## config.mk

```make
export PLATFORM = sky130hd
export DESIGN_NAME = stream_lane_monitor
export DESIGN_NICKNAME = d
export VERILOG_FILES = /design/src/rtl/slm_pkg.sv /design/src/rtl/slm_field_view.sv /design/src/rtl/slm_rule_eval.sv /design/src/rtl/slm_tracker.sv /design/src/rtl/stream_lane_monitor.sv
export SDC_FILE = /design/constraint.sdc
export NUM_CORES = 1
export LEC_CHECK = 0
export BUFFER_PORTS_ARGS = -buffer_cell sky130_fd_sc_hd__buf_2
export CAP_MARGIN = 25
export CELL_PAD_IN_SITES_DETAIL_PLACEMENT = 2
export CELL_PAD_IN_SITES_GLOBAL_PLACEMENT = 2
export CORE_MARGIN = 2
export CORE_UTILIZATION = 30
export CTS_BUF_LIST = sky130_fd_sc_hd__clkbuf_2 sky130_fd_sc_hd__clkbuf_4 sky130_fd_sc_hd__clkbuf_8
export DETAILED_ROUTE_END_ITERATION = 7
export PLACE_DENSITY = 0.84
export SETUP_SLACK_MARGIN = 0.1
export SYNTH_ARGS = -nofsm -noshare
export SYNTH_HDL_FRONTEND = slang
export SYNTH_HIERARCHICAL = 1
export SYNTH_SLANG_ARGS = --single-unit
```

## constraint.sdc

```tcl
create_clock -name clk -period 2.1 [get_ports clk]
set_clock_uncertainty 0.1 [all_clocks]
set_input_delay 0.42 -clock clk [delete_from_list [all_inputs] [get_ports clk]]
set_output_delay 0.42 -clock clk [all_outputs]
set_load 0.1 [all_outputs]
```

## src/rtl/slm_pkg.sv

```systemverilog
// Shared constants for the stream lane monitor.
// Assumes: flag positions below are part of the block's visible interface.
package slm_pkg;
    localparam int NUM_RULES    = 6;
    localparam int RULE_SHORT   = 0;
    localparam int RULE_STRB    = 1;
    localparam int RULE_LANE    = 2;
    localparam int RULE_ORDER   = 3;
    localparam int RULE_POSTP   = 4;
    localparam int RULE_RANGE   = 5;

    // Start index is carried only at high complexity with several lanes.
    function automatic bit has_stai(int cplx, int lanes);
        return (cplx >= 6) && (lanes > 1);
    endfunction

    // End index is carried when lanes can be partly filled.
    function automatic bit has_endi(int cplx, int dims, int lanes);
        return ((cplx >= 5) || (dims >= 1)) && (lanes > 1);
    endfunction

    // Strobe is carried when per-lane activity or empty sequences exist.
    function automatic bit has_strb(int cplx, int dims);
        return (cplx >= 7) || (dims >= 1);
    endfunction
endpackage

```

## src/rtl/slm_field_view.sv

```systemverilog
// Resolves the side signals into their effective values, replacing
// each omitted signal by its implied value, and derives activity and
// termination summaries.
// Assumes: termination bits are lane-major, lane i level j at i*DIMS+j.
module slm_field_view
    import slm_pkg::*;
#(
    parameter int LANES  = 4,
    parameter int DIMS   = 2,
    parameter int CPLX   = 3,
    parameter int IDX_W  = 2,
    parameter int LAST_W = 8
) (
    input  logic [IDX_W-1:0]  stai,
    input  logic [IDX_W-1:0]  endi,
    input  logic [LANES-1:0]  strb,
    input  logic [LAST_W-1:0] last,
    output logic [IDX_W-1:0]  eff_stai,
    output logic [IDX_W-1:0]  eff_endi,
    output logic [LANES-1:0]  eff_strb,
    output logic              active,
    output logic              any_dim0,
    output logic              last_any
);
    localparam bit HAS_STAI = has_stai(CPLX, LANES);
    localparam bit HAS_ENDI = has_endi(CPLX, DIMS, LANES);
    localparam bit HAS_STRB = has_strb(CPLX, DIMS);

    generate
        if (HAS_STAI) begin : g_stai
            assign eff_stai = stai;
        end else begin : g_no_stai
            logic unused_stai;
            assign unused_stai = ^stai;
            assign eff_stai    = '0;
        end

        if (HAS_ENDI) begin : g_endi
            assign eff_endi = endi;
        end else begin : g_no_endi
            logic unused_endi;
            assign unused_endi = ^endi;
            assign eff_endi    = IDX_W'(LANES - 1);
        end

        if (HAS_STRB) begin : g_strb
            assign eff_strb = strb;
        end else begin : g_no_strb
            logic unused_strb;
            assign unused_strb = ^strb;
            assign eff_strb    = '1;
        end

        if (DIMS > 0) begin : g_dims
            // Collect level-0 termination across lanes.
            always_comb begin
                any_dim0 = 1'b0;
                for (int i = 0; i < LANES; i++) begin
                    any_dim0 = any_dim0 | last[i*DIMS];
                end
            end
            assign last_any = |last;
        end else begin : g_no_dims
            logic unused_last;
            assign unused_last = ^last;
            assign any_dim0    = 1'b0;
            assign last_any    = 1'b0;
        end
    endgenerate

    assign active = |eff_strb;
endmodule

```

## src/rtl/slm_rule_eval.sv

```systemverilog
// Combinational rule evaluation for one transfer. Each rule is built
// only when the parameters make it apply; otherwise its bit is tied low.
// Assumes: inputs are effective values from slm_field_view.
module slm_rule_eval
    import slm_pkg::*;
#(
    parameter int LANES  = 4,
    parameter int DIMS   = 2,
    parameter int CPLX   = 3,
    parameter int IDX_W  = 2,
    parameter int LAST_W = 8
) (
    input  logic [IDX_W-1:0]     eff_stai,
    input  logic [IDX_W-1:0]     eff_endi,
    input  logic [LANES-1:0]     eff_strb,
    input  logic                 active,
    input  logic [LAST_W-1:0]    last,
    input  logic                 last_any,
    input  logic                 any_dim0,
    input  logic                 open_seq,
    output logic [NUM_RULES-1:0] viol
);
    localparam bit HAS_ENDI = has_endi(CPLX, DIMS, LANES);
    localparam bit HAS_STRB = has_strb(CPLX, DIMS);
    localparam logic [IDX_W:0] LAST_IDX  = (IDX_W+1)'(LANES - 1);
    localparam logic [IDX_W:0] LANE_LIM  = (IDX_W+1)'(LANES);

    logic unused_in;
    assign unused_in = ^{eff_stai, eff_endi, eff_strb, last, last_any, any_dim0};

    logic empty_seq;
    assign empty_seq = !active && !open_seq;

    generate
        if ((CPLX < 5) && HAS_ENDI) begin : g_short
            assign viol[RULE_SHORT] = active && !last_any &&
                                      ({1'b0, eff_endi} != LAST_IDX);
        end else begin : g_no_short
            assign viol[RULE_SHORT] = 1'b0;
        end

        if ((CPLX < 8) && HAS_STRB && (LANES > 1)) begin : g_strb
            assign viol[RULE_STRB] = (|eff_strb) && !(&eff_strb);
        end else begin : g_no_strb
            assign viol[RULE_STRB] = 1'b0;
        end

        if ((CPLX < 8) && (LANES > 1) && (DIMS >= 1)) begin : g_lane
            assign viol[RULE_LANE] = |last[(LANES-1)*DIMS-1:0];
        end else begin : g_no_lane
            assign viol[RULE_LANE] = 1'b0;
        end

        if ((CPLX < 4) && (DIMS >= 2)) begin : g_order
            logic bad_order;
            // Scan each lane for a level set above a clear lower level.
            always_comb begin
                bad_order = 1'b0;
                for (int i = 0; i < LANES; i++) begin
                    logic low_all;
                    low_all = last[i*DIMS];
                    for (int j = 1; j < DIMS; j++) begin
                        bad_order = bad_order | (last[i*DIMS+j] & !low_all);
                        low_all   = low_all & last[i*DIMS+j];
                    end
                end
            end
            assign viol[RULE_ORDER] = bad_order && !empty_seq;
        end else begin : g_no_order
            assign viol[RULE_ORDER] = 1'b0;
        end

        if ((CPLX < 4) && (DIMS >= 1)) begin : g_postp
            assign viol[RULE_POSTP] = !active && any_dim0 && open_seq;
        end else begin : g_no_postp
            assign viol[RULE_POSTP] = 1'b0;
        end

        if (HAS_ENDI) begin : g_range
            assign viol[RULE_RANGE] = active &&
                (({1'b0, eff_endi} >= LANE_LIM) || (eff_stai > eff_endi));
        end else begin : g_no_range
            assign viol[RULE_RANGE] = 1'b0;
        end
    endgenerate
endmodule

```

## src/rtl/slm_tracker.sv

```systemverilog
// Tracks whether a sequence is open and counts accepted transfers and
// innermost terminations.
// Assumes: fire marks an accepted handshake; counters wrap.
module slm_tracker #(
    parameter int CNT_W = 16
) (
    input  logic             clk,
    input  logic             rst_n,
    input  logic             fire,
    input  logic             active,
    input  logic             any_dim0,
    output logic             open_seq,
    output logic [CNT_W-1:0] xfer_count,
    output logic [CNT_W-1:0] term_count
);
    // Open-sequence state: set by data, cleared by level-0 termination.
    always_ff @(posedge clk) begin
        if (!rst_n) begin
            open_seq <= 1'b0;
        end else if (fire) begin
            if (any_dim0) begin
                open_seq <= 1'b0;
            end else if (active) begin
                open_seq <= 1'b1;
            end
        end
    end

    // Transfer and termination counters.
    always_ff @(posedge clk) begin
        if (!rst_n) begin
            xfer_count <= '0;
            term_count <= '0;
        end else if (fire) begin
            xfer_count <= xfer_count + 1'b1;
            if (any_dim0) begin
                term_count <= term_count + 1'b1;
            end
        end
    end
endmodule

```

## src/rtl/stream_lane_monitor.sv

```systemverilog
// Top of the stream lane monitor: resolves side signals, evaluates the
// complexity-dependent rules on each accepted handshake and keeps sticky
// per-rule flags.
// Assumes: the monitor is passive; it never drives s_ready.
module stream_lane_monitor
    import slm_pkg::*;
#(
    parameter int LANES  = 4,
    parameter int DIMS   = 2,
    parameter int CPLX   = 3,
    parameter int CNT_W  = 16,
    localparam int IDX_W  = (LANES > 1) ? $clog2(LANES) : 1,
    localparam int LAST_W = (DIMS > 0) ? LANES * DIMS : 1
) (
    input  logic                 clk,
    input  logic                 rst_n,
    input  logic                 s_valid,
    input  logic                 s_ready,
    input  logic [IDX_W-1:0]     s_stai,
    input  logic [IDX_W-1:0]     s_endi,
    input  logic [LANES-1:0]     s_strb,
    input  logic [LAST_W-1:0]    s_last,
    output logic [NUM_RULES-1:0] err_flags,
    output logic                 err_any,
    output logic [CNT_W-1:0]     xfer_count,
    output logic [CNT_W-1:0]     term_count
);
    logic                 fire;
    logic [IDX_W-1:0]     eff_stai;
    logic [IDX_W-1:0]     eff_endi;
    logic [LANES-1:0]     eff_strb;
    logic                 active;
    logic                 any_dim0;
    logic                 last_any;
    logic                 open_seq;
    logic [NUM_RULES-1:0] viol;

    assign fire = s_valid && s_ready;

    slm_field_view #(
        .LANES(LANES), .DIMS(DIMS), .CPLX(CPLX), .IDX_W(IDX_W), .LAST_W(LAST_W)
    ) u_view (
        .stai(s_stai), .endi(s_endi), .strb(s_strb), .last(s_last),
        .eff_stai(eff_stai), .eff_endi(eff_endi), .eff_strb(eff_strb),
        .active(active), .any_dim0(any_dim0), .last_any(last_any)
    );

    slm_rule_eval #(
        .LANES(LANES), .DIMS(DIMS), .CPLX(CPLX), .IDX_W(IDX_W), .LAST_W(LAST_W)
    ) u_rules (
        .eff_stai(eff_stai), .eff_endi(eff_endi), .eff_strb(eff_strb),
        .active(active), .last(s_last), .last_any(last_any),
        .any_dim0(any_dim0), .open_seq(open_seq), .viol(viol)
    );

    slm_tracker #(
        .CNT_W(CNT_W)
    ) u_track (
        .clk(clk), .rst_n(rst_n), .fire(fire), .active(active),
        .any_dim0(any_dim0), .open_seq(open_seq),
        .xfer_count(xfer_count), .term_count(term_count)
    );

    // Sticky error flags, accumulated on accepted handshakes only.
    always_ff @(posedge clk) begin
        if (!rst_n) begin
            err_flags <= '0;
        end else if (fire) begin
            err_flags <= err_flags | viol;
        end
    end

    assign err_any = |err_flags;
endmodule

```

==> summary.md, run 1 <==
| Metric | Value |
|---|---|
| Status | finished clean |
| CTS tree | done |
| RSZ-0062 raised after global routing | false |
| Pre-Repair DR Iteration Count | 4 |
| Remaining DRCs | 0 |
| Clk slew on worst S/H paths | 0.08 ns |
| Fillers | 753 |
| Max FO, Critical Path | 3 |
| # port buffers | 56 |
| Final Max Slew Viols | 0 |
| Vias/cell | 4.964 |
| Die H | 84.92 um |
| Cell chain of the critical path | nor4_2, nand2_2, buf_2 |
| Die area | 7211 um^2 |
| GRT Overall Usage | 0.1546 |
| IO Pins | 59 |
| Bufs and invs on worst path | 1 |
| Min-Delay Startpoint | rst_n |
| # rows | 29 |
| Multi-input gate area | 1081 um^2 |
| CP Class | reg -> out |
| Setup crit end kind | output pin |
| Vias in the first global route | 1951 |
| Final period util | 0.8720 |
| Core Region | 6350 um^2 |
| Unique masters post-synth | 38 |
| CTS H-tree lvls | 2 |
| Final ANT Viol Nets | 0 |
| Setup-failing EPs final | 0 |
| Max Cap Viol | 0 |
| Fin cells | 360 |
| Post-DP Area | 2318 um^2 |
| CP max stage cell | dfxtp_2 |
| Peak supply drop | 325.0 uV |
| Synthesized area | 1964 um^2 |
| Critical Path Start | err_flags[3] |
| Initial DRC Count | 34 |
| Final worst slack | 0.2688 ns |
| Clk Latency, worst-skew pair | 0.30 ns |
| Power per cell area | 665.9 nW/um^2 |
| Gp weighted congestion | 0.7869 |
| Clk sink count | 39 |
| Pleak | 1.075 nW |
| Cells after DPL | 352 |
| DR vias | 1787 |
| Root Driver | clkbuf_8 |
| Setup TNS after final layout | 0 ns |
| Synthesized instance count | 227 |
| Reg-to-reg startpoint | u_track/term_count[8] |
| Routed len/inst | 14.76 um |
| Final hold viol count | 0 |
| Avg Cell Area, Syn | 8.654 um^2 |
| Fraction of registers with async set/reset | 0 |
| First-pass GRT wire length | 9087 um |
| Most frequent cells in the layout | buf_2, nor2_1, dfxtp_1 |
| Leading post-synthesis cells by cell area | dfxtp_1, nor2_1, xnor2_1 |
| Hold buffers post-CTS | 0 |
| HP Class | in -> reg |
| Cell taking the most area after synthesis | dfxtp_1 |
| Post-synth EDFFs | 0 |
| Share of cells above drive strength 1 | 0.3534 |
| Register bit total from synthesis | 39 |
| Ant diodes | 0 |
| Total grt overflow | 0 |
| CTS Buf Count | 5 |
| Register Area | 803.3 um^2 |
| Register area share after synthesis | 0.3975 |
| Yosys top cell area share | 0.3975 |
| Initial antenna violation count | 0 |
| Final instance area | 2437 um^2 |
| Period minus WS final | 1.831 ns |
| Crit path max-delay family | simple AND/OR/NAND/NOR gates |
| Synth-to-layout area growth | 24.08% |
| Final HPWL DP | 4077 um |
| YS warnings | 6 |
| Starting Density | 0.3094 |
| Max stage delay on crit path | 0.34 ns |
| Detailed Route WL | 5314 um |
| Largest net degree at the start of global routing | 26 |
| CP Data Required Time | 1.58 ns |
| Most common cell after layout, fill and taps aside | buf_2 |
| Nets | 306 |
| F_max | 546.1 MHz |
| Element type at the critical path start | flip-flop |
| Arrival time at the worst endpoint | 1.31 ns |
| Ys flop type | dfxtp_1 |
| Clock Path Buffers | 2 |
| Die span in x | 84.92 um |
| Post-placement setup slack | 0.1308 ns |
[path summary, 6_finish.rpt]
kind | cells after the start | end | slack, ns
hold reg to reg | 2 | u_track/xfer_count[15] | 0.38
hold / removal | 3 | u_track/xfer_count[13] | 0.37
setup reg to reg | 4 | u_track/term_count[14] | 0.56
setup / recovery | 3 | err_any | 0.27
[stage by stage]
step	hold slack (ns)	util	total power, mW
6_report	0.3733	0.3838	1.623
5_1_grt	0.3697	0.3838	1.694
4_1_cts	0.3678	0.3829	1.649
3_5_place_dp	0.3725	0.3651	1.004
3_3_place_gp	0.3576	0.3651	0.9959
2_1_floorplan	0.3668	-	0.9509
[logic make-up (layout without fill, tap and decap cells)]
kind of cell	count (synthesis)	in the layout	share of synthesized area
AND/OR/NAND/NOR	117	117	0.3261
flip-flops	39	39	0.3975
buffers and inverters	22	77	0.05860
XOR/XNOR	21	21	0.09363
AO/OA/AOI/OAI	15	15	0.05605
multiplexers	8	8	0.04077
adder cells (fa/ha/maj)	4	4	0.02548
other	1	2	0.001909
[cell type report]
class | instances | area share
Multi-Input combinational cell | 167 | 0.4435
Sequential cell | 39 | 0.3296
Timing Repair Buffer | 60 | 0.1273
Tap cell | 77 | 0.03953
Clock buffer | 5 | 0.02823
Clock inverter | 3 | 0.01797
Inverter | 9 | 0.01386
[cells in the mapped netlist, drive strengths merged, types with 2 or more instances]
cell and number:
or4 2, nor4 6, mux2i 8, nand4 11
nor2b 6, nor2 33, dfxtp 39, nand2b 13
and3 5, nor3 5, a21oi 4, ha 4
nand3 11, and4 5, a31oi 6, buf 10
and2 2, clkbuf 3, inv 9, nand2 17
xnor2 12, xor2 9
[worst reg2reg max path, delay by kind of cell (launching register included)]
family,cells,cell delay [ns]
flip-flops,1,0.40
multiplexers,1,0.21
AND/OR/NAND/NOR,3,0.76
[sequential cells by signal, summed over array words and instances (netlist names)]
register / count
u_track/term_count: 16
err_flags: 6
u_track/xfer_count: 16
u_track/open_seq: 1
[report_power, final]
group / internal [mW] / switching (mW)
logic: 0.0572 / 0.164
registers: 0.751 / 0.0133
clock network: 0.354 / 0.283
[repair_timing]
action	4_1_cts	5_1_grt
setup buffers	0	0
endpoints found under the setup margin	0	1
gates resized for setup	0	1
[per-layer routing]
metal  vias up  global-route usage  wire [um]
li1        879                   -          -
met1       854              0.1799       2347
met2        45              0.2799       2650
met3         9             0.03599        228
met4         0             0.04906         88
met5         -                   0          0
Power figures use the tool's default switching activity.
==> inputs of run 2 (changes only) <==
--- a/config.mk
+++ b/config.mk
@@ -13,6 +13,7 @@
 export CORE_UTILIZATION = 30
 export CTS_BUF_LIST = sky130_fd_sc_hd__clkbuf_2 sky130_fd_sc_hd__clkbuf_4 sky130_fd_sc_hd__clkbuf_8
 export DETAILED_ROUTE_END_ITERATION = 7
+export MAX_ROUTING_LAYER = met4
 export PLACE_DENSITY = 0.84
 export SETUP_SLACK_MARGIN = 0.1
 export SYNTH_ARGS = -nofsm -noshare
==> summary.md, run 2 (synthesized netlist as in run 1, its figures left out) <==
| Metric | Value |
|---|---|
| GRT Overall Usage | 0.1594 (was 0.1546) |
| Clock Path Buffers | 2 (unchanged) |
| Grt met2 use | 0.2799 (unchanged) |
| Status | finished clean (unchanged) |
| Final hold viol count | 0 (unchanged) |
| Root Driver | clkbuf_8 (unchanged) |
| Global route hottest layer | met2 (unchanged) |
| Ant diodes | 0 (unchanged) |
| Clk sink count | 39 (unchanged) |
| Die span in x | 84.92 um (unchanged) |
| Postcts setup bufs | 0 (unchanged) |
| Multi-input gate area | 1081 um^2 (unchanged) |
| Total grt overflow | 0 (unchanged) |
| Final worst slack | 0.2689 ns (was 0.2688 ns) |
| Pre-Repair DR Iteration Count | 4 (unchanged) |
| Routed len/inst | 14.73 um (was 14.76 um) |
| CTS resizes | 0 (unchanged) |
| Hold buffers post-CTS | 0 (unchanged) |
| Element type at the critical path start | flip-flop (unchanged) |
| Final period util | 0.8720 (about the same) |
| Starting Density | 0.3094 (unchanged) |
| Pleak | 1.075 nW (unchanged) |
| GR Util met1 | 0.1811 (was 0.1799) |
| Power per cell area | 665.5 nW/um^2 (was 665.9 nW/um^2) |
| Clk Latency, worst-skew pair | 0.30 ns (about the same) |
| RSZ-0062 raised after global routing | false (unchanged) |
| Utilization after layout | 0.3838 (unchanged) |
| Period minus WS final | 1.831 ns (about the same) |
| Synth-to-layout area growth | 24.08% (unchanged) |
| Clk slew on worst S/H paths | 0.08 ns (about the same) |
| Setup TNS after final layout | 0 ns (unchanged) |
| Vias/cell | 4.975 (was 4.964) |
| F_max | 546.1 MHz (about the same) |
| Max FO, Critical Path | 3 (unchanged) |
| Most common cell after layout, fill and taps aside | buf_2 (unchanged) |
| Final Max Slew Viols | 0 (unchanged) |
| DR vias | 1791 (was 1787) |
| Die H | 84.92 um (unchanged) |
| Largest net degree at the start of global routing | 26 (unchanged) |
| Nets | 306 (unchanged) |
| CTS Buf Count | 5 (unchanged) |
| Final ANT Viol Nets | 0 (unchanged) |
| Initial antenna violation count | 0 (unchanged) |
| Setup-failing EPs final | 0 (unchanged) |
| IO Pins | 59 (unchanged) |
| CTS tree | done (unchanged) |
| Share of cells above drive strength 1 | 0.3534 (unchanged) |
| CTS H-tree lvls | 2 (unchanged) |
| CP Class | reg -> out (unchanged) |
| Core Region | 6350 um^2 (unchanged) |
| CP Data Required Time | 1.58 ns (about the same) |
| Register Area | 803.3 um^2 (unchanged) |
| Max Cap Viol | 0 (unchanged) |
| Gp weighted congestion | 0.7979 (was 0.7869) |
| Most frequent cells in the layout | buf_2, nor2_1, dfxtp_1 (unchanged) |
| Post-placement setup slack | 0.1308 ns (unchanged) |
| First-pass GRT wire length | 9087 um (unchanged) |
| GRT met3 Usage | 0.03502 (was 0.03599) |
| # port buffers | 56 (unchanged) |
| Vias in the first global route | 1951 (unchanged) |
| Detailed Route WL | 5302 um (was 5314 um) |
| Final HPWL DP | 4077 um (unchanged) |
| Initial DRC Count | 39 (was 34) |
| Remaining DRCs | 0 (unchanged) |
| # rows | 29 (unchanged) |
| Setup crit end kind | output pin (unchanged) |
| Top flop regs | u_track/term_count (16), u_track/xfer_count (16), err_flags (6) (unchanged) |
| WHS | 0.3734 ns (was 0.3733 ns) |
| Arrival time at the worst endpoint | 1.31 ns (about the same) |
| Fillers | 753 (unchanged) |
| Final Total Pwr | 1.622 mW (was 1.623 mW) |
| Peak supply drop | 325.0 uV (about the same) |
| HP Class | in -> reg (unchanged) |
| Die area | 7211 um^2 (unchanged) |
run 2: cell counts in the layout (fill, tap and decap cells not counted):
No cell type changed its count.
run 2: critical path, cell delays in order (launching register included):
cell and delay (ns):
dfxtp_2 0.34, nor4_2 0.33, nand2_2 0.07, buf_2 0.29
run 2: path summary, 6_finish.rpt:
check,startpoint,depth (start not counted),slack (ns),endpoint
min,rst_n,3,0.37,u_track/xfer_count[13]
min reg2reg,u_track/xfer_count[15],2,0.38,u_track/xfer_count[15]
max,err_flags[3],3,0.27,err_any
max reg2reg,u_track/term_count[8],4,0.56,u_track/term_count[14]
run 2: stage by stage:
step / instances / instance area (um^2)
after floorplan: 228 / 1993
after global placement: 352 / 2318
after detailed placement: 352 / 2318
after CTS: 360 / 2431
after global routing: 360 / 2437
final: 360 / 2437
run 2: report_power, final:
group | internal [mW] | leakage, nW | switching, mW
Sequential | 0.751 | 0.324 | 0.0131
Combinational | 0.0572 | 0.693 | 0.164
Clock | 0.354 | 0.0581 | 0.283
run 2: layout make-up:
type / instances / share of cell area
inverter: 9 / 0.01386
multi-input combinational: 167 / 0.4435
clock inverter: 3 / 0.01797
clock buffer: 5 / 0.02823
sequential: 39 / 0.3296
tap: 77 / 0.03953
timing repair buffer: 60 / 0.1273
run 2: layer usage:
layer / up-vias / share of wire
met2: 45 / 0.50
met3: 9 / 0.043
met1: 857 / 0.44
li1: 880 / -
met5: - / 0
met4: 0 / 0.016
